**config.mk**
```make
export PLATFORM = sky130hd
export DESIGN_NAME = burst_addr_seq
export DESIGN_NICKNAME = d
export VERILOG_FILES = /design/src/rtl/burst_seq_pkg.sv /design/src/rtl/burst_seq_ctrl.sv /design/src/rtl/burst_seq_dp.sv /design/src/rtl/burst_addr_seq.sv
export SDC_FILE = /design/constraint.sdc
export NUM_CORES = 1
export LEC_CHECK = 0
export ABC_AREA = 1
export BUFFER_PORTS_ARGS = -buffer_cell sky130_fd_sc_hd__buf_4
export CORE_MARGIN = 2
export CORE_UTILIZATION = 40
export CTS_BUF_LIST = sky130_fd_sc_hd__clkbuf_16
export CTS_CLUSTER_DIAMETER = 150
export DETAILED_ROUTE_END_ITERATION = 7
export PLACE_DENSITY = 0.77
export SYNTH_ARGS = -nofsm -noshare
export SYNTH_HDL_FRONTEND = slang
export SYNTH_SLANG_ARGS = --single-unit
export TNS_END_PERCENT = 20
```
**constraint.sdc**
```tcl
create_clock -name clk -period 1.35 [get_ports clk]
set_clock_uncertainty 0.2 [all_clocks]
set_input_delay 0 -clock clk [delete_from_list [all_inputs] [get_ports clk]]
set_output_delay 0 -clock clk [all_outputs]
set_load 0.01 [all_outputs]
```
**src/rtl/burst_seq_pkg.sv**
```systemverilog
package burst_seq_pkg;
  typedef struct packed {
    logic load;
    logic advance;
  } seqStrobes_t;
endpackage

```
**src/rtl/burst_seq_ctrl.sv**
```systemverilog
module burst_seq_ctrl
  import burst_seq_pkg::*;
(
  input  logic        clkEnN,
  input  logic        advLoadN,
  output seqStrobes_t strobes
);
  always_comb begin
    strobes.load    = !clkEnN && !advLoadN;
    strobes.advance = !clkEnN &&  advLoadN;
  end
endmodule

```
**src/rtl/burst_seq_dp.sv**
```systemverilog
module burst_seq_dp
  import burst_seq_pkg::*;
#(
  parameter int ADDR_W = 17,
  parameter int OFFS_W = 2
) (
  input  logic              clk,
  input  logic              rst_n,
  input  seqStrobes_t       strobes,
  input  logic              interleave,
  input  logic [ADDR_W-1:0] extAddr,
  output logic [ADDR_W-1:0] burstAddr
);
  localparam int UPPER_W = ADDR_W - OFFS_W;

  logic [ADDR_W-1:0] baseAddr;
  logic [OFFS_W-1:0] beatCnt;
  logic [OFFS_W-1:0] startOffs;
  logic [OFFS_W-1:0] linOffs;
  logic [OFFS_W-1:0] xorOffs;
  logic [OFFS_W-1:0] curOffs;

  always_ff @(posedge clk or negedge rst_n) begin
    if (!rst_n) begin
      baseAddr <= '0;
      beatCnt  <= '0;
    end else if (strobes.load) begin
      baseAddr <= extAddr;
      beatCnt  <= '0;
    end else if (strobes.advance) begin
      beatCnt  <= beatCnt + 1'b1;
    end
  end

  assign startOffs = baseAddr[OFFS_W-1:0];
  assign linOffs   = startOffs + beatCnt;

  genvar i;
  generate
    for (i = 0; i < OFFS_W; i++) begin : g_xorBit
      assign xorOffs[i] = startOffs[i] ^ beatCnt[i];
    end
  endgenerate

  assign curOffs   = interleave ? xorOffs : linOffs;
  assign burstAddr = {baseAddr[ADDR_W-1 -: UPPER_W], curOffs};
endmodule

```
**src/rtl/burst_addr_seq.sv**
```systemverilog
module burst_addr_seq
  import burst_seq_pkg::*;
#(
  parameter int ADDR_W = 17
) (
  input  logic              clk,
  input  logic              rst_n,
  input  logic              clkEnN,
  input  logic              advLoadN,
  input  logic              interleave,
  input  logic [ADDR_W-1:0] extAddr,
  output logic [ADDR_W-1:0] burstAddr
);
  localparam int OFFS_W = 2;

  seqStrobes_t strobes;

  burst_seq_ctrl ctrl_i (
    .clkEnN   (clkEnN),
    .advLoadN (advLoadN),
    .strobes  (strobes)
  );

  burst_seq_dp #(.ADDR_W(ADDR_W), .OFFS_W(OFFS_W)) dp_i (
    .clk        (clk),
    .rst_n      (rst_n),
    .strobes    (strobes),
    .interleave (interleave),
    .extAddr    (extAddr),
    .burstAddr  (burstAddr)
  );
endmodule

```
==> flow_summary_export.csv, run 1 <==
group,metric,value,unit
critical_path,cp-end-kind,"primary output",
timing,maxSlewHeadroom,0.842,
critical_path,rrSetupSlack,0.13,ns
global_route,track_usage,0.149,
global_route,grt_remaining_overflow,0,
outcome,status,"finished with violations",
pwr,combinationalPowerShare,0.244,
pwr,vdd_ir_drop_max,0.704,mV
pwr,p_seq_frac,0.412,
routing,viasPerCell,4.28,
timing,max_clock_freq,0.717,GHz
die,core_area,0.00219,mm2
routing,dr.pass1.iters,4,
clocking,clockBufferDepth,2,
yosys,syn_area,911,um2
pwr,p_int,1.26,mW
yosys,yosysSeqAreaShare,0.522,
routing,totalWireLength,1960,um
routing,ant_nets,0,
timing,max_slew.worst_pin.slew,0.237,ns
pwr,power.share.clock,0.343,
layout,nets,186,
yosys,synth_seq_cells,19,
clocking,root_buffer,"clkbuf_16",
critical_path,critPathKind,"flop to primary output",
global_route,grt_max_degree,20,
die,die_w,51.7,um
layout,finalInstanceArea,0.00143,mm2
routing,avgRoutedWirePerCell,10.3,um
critical_path,required,1.15,ns
layout,layout_commonest_cell,"nand2_1",
layout,final_layout_size_suffix_gt1_frac,0.302,
timing,report.final.slew_viol_count,0,
die,die_y,51.7,um
critical_path,cp.arrival,1.20,ns
hold_path,hold_class,"input port to primary output",
die,initial_utilization,0.416,
pwr,leakage,0.788,nW
yosys,yosysWarnings,0,
die,num_io_pins,39,
critical_path,crit_path_start_kind,"flop",
die,rows,17,
placement,dpl-instance-area,0.00111,mm2
timing,fin_hold_ws,0.189,ns
layout,diodes,0,
yosys,avgSynthCellArea,8.21,um2
layout,final_cell_mix,"nand2_1 (57), buf_4 (41), dlygate4sd3_1 (21), dfrtp_1 (19), inv_1 (7)",
yosys,synth_nets,134,
routing,drtIter0Drc,7,
timing,report.final.hold_viol_count,0,
placement,port_buffers,38,
routing,drc,0,
yosys,synth_cell_types,12,
placement,gp_congestion,0.609,
clocking,htree_levels,1,
layout,syn_to_final_growth,57.3,%
placement,dp_hpwl,1280,um
clocking,path_clk_slew,0.05,ns
clocking,clkSinkCount,19,
clocking,cts_inserted_buffers,3,
timing,rsz0062_at_grt,"yes",
timing,setup_slack,-0.0452,ns
layout,fin_util,0.654,
clocking,clock_latency,0.24,ns
pwr,powerDensity,1160,mW/mm2
outcome,violations,"setup timing",
timing,fin_crit,1.40,ns
pwr,power.total,1.67,mW
pwr,switching_power,0.404,mW
die,dieArea,0.00267,mm2
timing,setup_viol,1,
clocking,tritoncts,"done",
timing,finalCritPeriodShare,1.03,
global_route,grt_pass1_vias,758,
routing,num_vias,813,
run,drv_cap,0,
yosys,syn_inst,111,
global_route,grt_pass1_wl,3060,um
pwr,p_sw_frac,0.242,
global_route,antenna_found_initial,0,
critical_path,cp_max_fo,2,
[cells in the mapped netlist]
cell     instances  area (um2)
dfrtp_1         19         475
nand2_1         57         214
buf_6            1        11.3
nor2_4           1        11.3
ha_1             1        12.5
a21oi_1          2        10.0
nor2_1           4        15.0
nand3_1          2        10.0
buf_4           16         120
inv_1            6        22.5
o21ai_0          1        5.00
inv_2            1        3.75
[metal layers]
layer	global-route usage	vias to the layer above	routed length, um
met4	0.0526	0	20
met5	0	-	0
met2	0.261	22	991
li1	-	421	-
met3	0.00862	2	65
met1	0.195	368	886
[registers in the layout, indices dropped and copies added (netlist names)]
name	flops
dp_i.baseAddr	17
dp_i.beatCnt	2
[area by class of cell]
type                       instances  area, um2
fill                             186        758
timing repair buffer              64        534
sequential                        19        475
multi-input combinational         68        280
clock buffer                       3       75.1
tap                               28       35.0
inverter                           7       28.8
clock inverter                     1       3.75
[worst max-delay path, stage by stage (launching register included)]
cell and delay [ns]:
dfrtp_1 0.38, ha_2 0.19, nand2_1 0.07, nand3_1 0.09, nand2_1 0.07, inv_1 0.04
buf_6 0.11
[worst paths after layout]
kind / depth (start not counted) / end / startpoint
worst max-delay path: 6 / burstAddr[1] / dp_i.beatCnt[0]
worst min-delay path: 6 / burstAddr[1] / interleave
worst min register to register: 2 / dp_i.baseAddr[3] / dp_i.baseAddr[3]
worst max register to register: 7 / dp_i.beatCnt[1] / dp_i.beatCnt[0]
min in group asynchronous: 3 / dp_i.baseAddr[3] / rst_n
max in group asynchronous: 3 / dp_i.baseAddr[14] / rst_n
[power by group through the flow]
stage / Combinational, mW / Sequential, mW / Clock (mW)
after floorplan: 0.232 / 0.684 / 0
after global placement: 0.328 / 0.692 / 0
after detailed placement: 0.338 / 0.696 / 0
after CTS: 0.399 / 0.687 / 0.586
after global routing: 0.452 / 0.695 / 0.622
final: 0.408 / 0.687 / 0.573
[cells by family (layout without fill, tap and decap cells)]
family,count (synthesis),count (layout),synth area share
AO/OA/AOI/OAI,3,3,0.0165
adder cells (fa/ha/maj),1,1,0.0137
buffers and inverters,24,75,0.173
flip-flops,19,19,0.522
AND/OR/NAND/NOR,64,64,0.275
[metrics by stage]
stage	cells	setup slack, ns	TNS (ns)
finish	190	-0.0452	-0.0452
CTS	187	-0.0222	-0.0222
floorplan	111	0.343	0
global placement	161	0.243	0
global route	190	-0.116	-0.116
detailed placement	161	0.195	0
[what timing repair did]
action	4_1_cts	5_1_grt
pin swaps	0	1
resized for setup	2	2
hold buffers	21	0
hold endpoints to repair	38	0
endpoints found under the setup margin	1	18
buffers inserted	1	3
(Power assumes the default switching activity.)
==> run 2, diff against run 1 <==
==> constraint.sdc (replaced) <==
create_clock -name clk -period 1.3 [get_ports clk]
set_clock_uncertainty 0.2 [all_clocks]
set_input_delay 0 -clock clk [delete_from_list [all_inputs] [get_ports clk]]
set_output_delay 0 -clock clk [all_outputs]
set_load 0.01 [all_outputs]
==> flow_summary_export.csv, run 2 (synthesis gave the netlist of run 1 again) <==
group,metric,value,unit
layout,largest_registers,"dp_i.baseAddr x17, dp_i.beatCnt x2",
critical_path,r2r-end,"dp_i.beatCnt[1]",
pwr,powerDensity,1210,mW/mm2
run,drv_cap,0,
die,die_w,51.7,um
pwr,p_int,1.32,mW
timing,max_slew.worst_pin.slew,0.290,ns
pwr,p_sw_frac,0.241,
routing,dr.pass1.iters,2,
timing,max_clock_freq,0.708,GHz
layout,largest_register_ffs,17,
die,core_area,0.00219,mm2
layout,final_layout_size_suffix_gt1_frac,0.302,
routing,drc,0,
clocking,tritoncts,"done",
hold_path,holdCritStartpoint,"clkEnN",
critical_path,rrSetupSlack,0.06,ns
die,die_y,51.7,um
critical_path,required,1.10,ns
layout,final_cell_mix,"nand2_1 (57), buf_4 (41), dlygate4sd3_1 (21), dfrtp_1 (19), inv_1 (6)",
die,dieArea,0.00267,mm2
layout,largest_register,"dp_i.baseAddr",
global_route,grt_remaining_overflow,0,
pwr,p_seq_frac,0.412,
critical_path,cp_cell_sequence,"ha_2 > nand2_1 > nand3_1 > nand2_1 > inv_1 > buf_6",
placement,gp_congestion,0.609,
critical_path,slowest_stage,"dfrtp_1",
timing,fin_crit,1.41,ns
timing,finalCritPeriodShare,1.09,
critical_path,reg2reg_depth,7,
critical_path,r2r-start,"dp_i.beatCnt[0]",
timing,fin_hold_ws,0.00505,ns
clocking,clkSinkCount,19,
routing,totalWireLength,1940,um
placement,post-place-ws,0.145,ns
timing,report.final.hold_viol_count,0,
die,num_io_pins,39,
pwr,leakage,0.800,nW
critical_path,crit_path_frequent_cell,"nand2_1",
clocking,root_buffer,"clkbuf_16",
global_route,antenna_found_initial,0,
layout,layout_commonest_cell,"nand2_1",
timing,report.final.slew_viol_count,0,
routing,num_vias,819,
global_route,grt_pass1_vias,785,
routing,drtIter0Drc,7,
clocking,clockBufferDepth,2,
routing,avgRoutedWirePerCell,10.2,um
global_route,grt_pass1_wl,3170,um
layout,multiInputGateArea,280,um2
timing,maxSlewHeadroom,0.807,
timing,setup_viol,1,
global_route,track_usage,0.155,
hold_path,min_path_cells,5,
placement,port_buffers,38,
hold_path,holdPathEnd,"dp_i.baseAddr[14]",
clocking,clock_latency,0.24,ns
clocking,path_clk_slew,0.05,ns
layout,regArea,475,um2
critical_path,cp_max_fo,2,
layout,syn_to_final_growth,57.8,%
timing,rsz0062_at_grt,"yes",
critical_path,cp-end-kind,"primary output",
critical_path,max_stage_delay,0.39,ns
placement,dp_hpwl,1280,um
pwr,vdd_ir_drop_max,0.715,mV
pwr,combinationalPowerShare,0.246,
global_route,grt_max_degree,20,
layout,nets,186,
layout,final.fill_count,182,
pwr,power.share.clock,0.343,
outcome,violations,"setup timing",
routing,viasPerCell,4.31,
critical_path,cp.arrival,1.21,ns
critical_path,critPathKind,"flop to primary output",
layout,diodes,0,
clocking,htree_levels,1,
pwr,switching_power,0.417,mW
hold_path,hold_class,"input port to flop",
routing,ant_nets,0,
die,initial_utilization,0.416,
clocking,cts_inserted_buffers,3,
outcome,status,"finished with violations",
timing,setup_slack,-0.112,ns
die,rows,17,
critical_path,crit_path_start_kind,"flop",
run 2: final cells by class:
| type | instances | share of cell area |
|---|---|---|
| Clock buffer | 3 | 0.0522 |
| Clock inverter | 1 | 0.00261 |
| Inverter | 7 | 0.0183 |
| Multi-Input combinational cell | 68 | 0.195 |
| Sequential cell | 19 | 0.331 |
| Tap cell | 28 | 0.0244 |
| Timing Repair Buffer | 64 | 0.377 |
run 2: worst max path at each step:
stage                          startpoint            to  slack, ns
after floorplan           dp_i.beatCnt[0]  burstAddr[1]       0.29
after global placement    dp_i.beatCnt[0]  burstAddr[1]       0.19
after detailed placement  dp_i.beatCnt[0]  burstAddr[1]       0.14
after CTS                 dp_i.beatCnt[0]  burstAddr[1]      -0.07
after global routing      dp_i.beatCnt[0]  burstAddr[1]      -0.18
final                     dp_i.beatCnt[0]  burstAddr[1]      -0.11
run 2: layer usage:
metal | GRT usage | wire (um) | part of all wire
met2 | 0.267 | 988 | 0.51
met4 | 0.0526 | 20 | 0.010
met3 | 0.00862 | 60 | 0.031
met5 | 0 | 0 | 0
met1 | 0.208 | 870 | 0.45
run 2: repair_timing:
item / CTS / global route
endpoints found under the hold margin: 38 / 0
resized for setup: 2 / 2
buffers inserted: 1 / 2
endpoints found under the setup margin: 1 / 2
hold buffers: 22 / 0
run 2: critical path, delay by kind of cell (launching register included):
| family | cells | cell delay (ns) |
|---|---|---|
| simple gates | 3 | 0.24 |
| fa+ha+maj | 1 | 0.20 |
| buf+inv | 2 | 0.15 |
| flops | 1 | 0.39 |
run 2: power by group through the flow:
stage / sequential [mW] / combinational [mW] / clock, mW
2_1_floorplan: 0.711 / 0.241 / 0
5_1_grt: 0.722 / 0.475 / 0.647
4_1_cts: 0.713 / 0.417 / 0.609
6_report: 0.713 / 0.426 / 0.594
3_3_place_gp: 0.719 / 0.340 / 0
3_5_place_dp: 0.722 / 0.351 / 0
run 2: per-stage QoR:
step / cells / instance area [um2] / util / power, mW / setup TNS (ns)
2_1_floorplan: 111 / 911 / - / 0.952 / 0
3_3_place_gp: 161 / 1110 / 0.505 / 1.06 / 0
3_5_place_dp: 161 / 1110 / 0.505 / 1.07 / 0
4_1_cts: 188 / 1420 / 0.648 / 1.74 / -0.0722
5_1_grt: 190 / 1440 / 0.656 / 1.84 / -0.202
6_report: 190 / 1440 / 0.656 / 1.73 / -0.112
==> run 3, diff against run 2 <==
--- a/config.mk
+++ b/config.mk
@@ -7,13 +7,16 @@
 export LEC_CHECK = 0
 export ABC_AREA = 1
 export BUFFER_PORTS_ARGS = -buffer_cell sky130_fd_sc_hd__buf_4
+export CORE_ASPECT_RATIO = 1.5
 export CORE_MARGIN = 2
 export CORE_UTILIZATION = 40
 export CTS_BUF_LIST = sky130_fd_sc_hd__clkbuf_16
 export CTS_CLUSTER_DIAMETER = 150
 export DETAILED_ROUTE_END_ITERATION = 7
-export PLACE_DENSITY = 0.77
+export PLACE_DENSITY = 0.76
+export SKIP_CTS_REPAIR_TIMING = 1
 export SYNTH_ARGS = -nofsm -noshare
 export SYNTH_HDL_FRONTEND = slang
+export SYNTH_HIERARCHICAL = 1
 export SYNTH_SLANG_ARGS = --single-unit
 export TNS_END_PERCENT = 20
==> flow_summary_export.csv, run 3 <==
group,metric,value,unit
clocking,root_buffer,"clkbuf_16",
die,rows,21,
die,initial_utilization,0.423,
timing,setup_viol,1,
placement,port_buffers,38,
clocking,cts_inserted_buffers,3,
routing,drtIter0Drc,15,
critical_path,reg2reg_depth,5,
die,die_w,43.7,um
critical_path,worst-path-buf-inv,3,
pwr,power.total,1.74,mW
pwr,combinationalPowerShare,0.242,
pwr,p_sw_frac,0.245,
timing,maxSlewHeadroom,0.835,
yosys,synth_top_area_cell,"dfrtp_1",
timing,max_slew.worst_pin.slew,0.247,ns
layout,largest_register,"dp_i/baseAddr",
layout,syn_to_final_growth,50.9,%
routing,totalWireLength,2120,um
routing,dr.pass1.iters,4,
run,drv_cap,0,
placement,dpl-instance-area,0.00113,mm2
timing,finalCritPeriodShare,1.08,
clocking,clockBufferDepth,2,
outcome,violations,"hold timing, setup timing",
clocking,clkSinkCount,19,
critical_path,endpoint,"burstAddr[1]",
global_route,grt_max_degree,20,
yosys,syn_area,945,um2
pwr,switching_power,0.426,mW
critical_path,crit_path_start_kind,"flop",
critical_path,cp.arrival,1.21,ns
layout,largest_registers,"dp_i/baseAddr x17, dp_i/beatCnt x2",
die,dieArea,0.00277,mm2
hold_path,min_path_cells,6,
routing,avgRoutedWirePerCell,11.6,um
global_route,track_usage,0.142,
critical_path,critPathKind,"flop to primary output",
timing,fin_hold_ws,-0.0227,ns
critical_path,cp-end-kind,"primary output",
yosys,synth_flop_cell,"dfrtp_1",
layout,finalInstanceArea,0.00143,mm2
yosys,synth_edf_count,0,
layout,final_layout_size_suffix_gt1_frac,0.327,
yosys,synth_area_leaders,"dfrtp_1 (50%), nand2_1 (20%), buf_4 (13%), nand2_2 (3.3%), inv_1 (2.8%)",
global_route,grt_remaining_overflow,0,
die,num_io_pins,39,
yosys,synth_cell_types,13,
layout,final_cell_mix,"nand2_1 (51), buf_4 (38), dlygate4sd3_1 (20), dfrtp_1 (19), inv_1 (7)",
critical_path,cp.depth,7,
timing,rsz0062_at_grt,"yes",
yosys,synth.most_common_cell,"nand2_1",
clocking,tritoncts,"done",
critical_path,r2r-end,"dp_i/beatCnt[1]",
critical_path,cp_cell_sequence,"ha_2 > inv_1 > nor2_1 > nand3_1 > nand2_1 > inv_2 > buf_6",
pwr,leakage,0.780,nW
layout,nets,183,
timing,report.final.hold_viol_count,13,
yosys,yosysSeqAreaShare,0.503,
layout,largest_register_ffs,17,
die,core_area,0.00223,mm2
timing,report.final.slew_viol_count,0,
yosys,syn_inst,113,
yosys,synth_seq_cells,19,
critical_path,rrSetupSlack,0.22,ns
global_route,antenna_found_initial,0,
routing,drc,0,
timing,fin_crit,1.41,ns
yosys,ys_top_cells_by_count,"nand2_1 (51), dfrtp_1 (19), buf_4 (16), inv_1 (7)",
critical_path,cp_top_family,"flip-flops",
critical_path,crit_path_start,"dp_i/baseAddr[0]",
yosys,avgSynthCellArea,8.36,um2
placement,dp_hpwl,1370,um
routing,num_vias,846,
pwr,p_seq_frac,0.413,
pwr,power.share.clock,0.345,
pwr,vdd_ir_drop_max,0.825,mV
critical_path,required,1.10,ns
global_route,grt_pass1_wl,3020,um
timing,max_clock_freq,0.709,GHz
clocking,htree_levels,1,
pwr,powerDensity,1220,mW/mm2
routing,viasPerCell,4.65,
clocking,path_clk_slew,0.05,ns
yosys,yosysWarnings,6,
timing,setup_tns,-0.110,ns
routing,ant_nets,0,
timing,setup_slack,-0.110,ns
hold_path,hold_class,"input port to flop",
critical_path,cp_max_fo,2,
yosys,synth_nets,136,
pwr,p_int,1.31,mW
placement,post-place-ws,0.138,ns
outcome,status,"finished with violations",
placement,gp_congestion,0.688,
layout,layout_commonest_cell,"nand2_1",
yosys,async_reset_ff_frac,1.00,
critical_path,slowest_stage,"dfrtp_1",
critical_path,r2r-start,"dp_i/beatCnt[0]",
clocking,clock_latency,0.24,ns
critical_path,max_stage_delay,0.37,ns
layout,diodes,0,
yosys,yosysTopAreaCellShare,0.503,
die,die_y,63.5,um
global_route,grt_pass1_vias,778,
-- run 3: changes by cell type after synthesis, sizes merged --
cell,change
buf,+1
nand2,-1
inv,+1
nor2,+1
o21ai,+2
a21oi,-2
-- run 3: worst reg2reg max path, stage by stage (launching register included) --
cell and delay [ns]:
dfrtp_1 0.39, buf_4 0.14, nand2_1 0.07, inv_1 0.05, nor2_1 0.08, nor2_1 0.05
-- run 3: area by class of cell --
cell class / count / area, um2
Clock buffer: 3 / 75.1
Multi-Input combinational cell: 68 / 288
Inverter: 8 / 37.5
Fill cell: 185 / 808
Tap cell: 23 / 28.8
Clock inverter: 1 / 3.75
Sequential cell: 19 / 475
Timing Repair Buffer: 60 / 517
-- run 3: worst min path at each step --
stage	endpoint	from	slack (ns)
after global routing	dp_i/baseAddr[3]	advLoadN	0.004
after global placement	dp_i/baseAddr[3]	rst_n	-0.32
after detailed placement	dp_i/baseAddr[6]	rst_n	-0.32
final	dp_i/beatCnt[0]	advLoadN	-0.02
after floorplan	dp_i/baseAddr[0]	rst_n	-0.50
after CTS	dp_i/baseAddr[6]	rst_n	-0.57
-- run 3: kinds of logic after synthesis --
group,count (synthesis),synth area share
adder cells (fa/ha/maj),1,0.0132
AO/OA/AOI/OAI,3,0.0159
flip-flops,19,0.503
buffers and inverters,26,0.195
AND/OR/NAND/NOR,64,0.273
-- run 3: power groups by stage --
stage / logic [mW] / registers [mW] / clock network [mW]
5_1_grt: 0.466 / 0.726 / 0.635
3_5_place_dp: 0.360 / 0.724 / 0
2_1_floorplan: 0.250 / 0.713 / 0
6_report: 0.421 / 0.717 / 0.599
3_3_place_gp: 0.349 / 0.720 / 0
4_1_cts: 0.361 / 0.715 / 0.615
-- run 3: per-stage QoR --
step                      cells   util
after global routing        182  0.638
after floorplan             113      -
after global placement      157  0.507
final                       182  0.638
after detailed placement    157  0.507
after CTS                   161  0.542
-- run 3: routing by layer --
| layer | up-vias | GRT usage | share of wire |
|---|---|---|---|
| li1 | 414 | - | - |
| met1 | 395 | 0.139 | 0.38 |
| met2 | 31 | 0.270 | 0.53 |
| met3 | 6 | 0.0287 | 0.049 |
| met4 | 0 | 0.0568 | 0.033 |
| met5 | - | 0 | 0 |
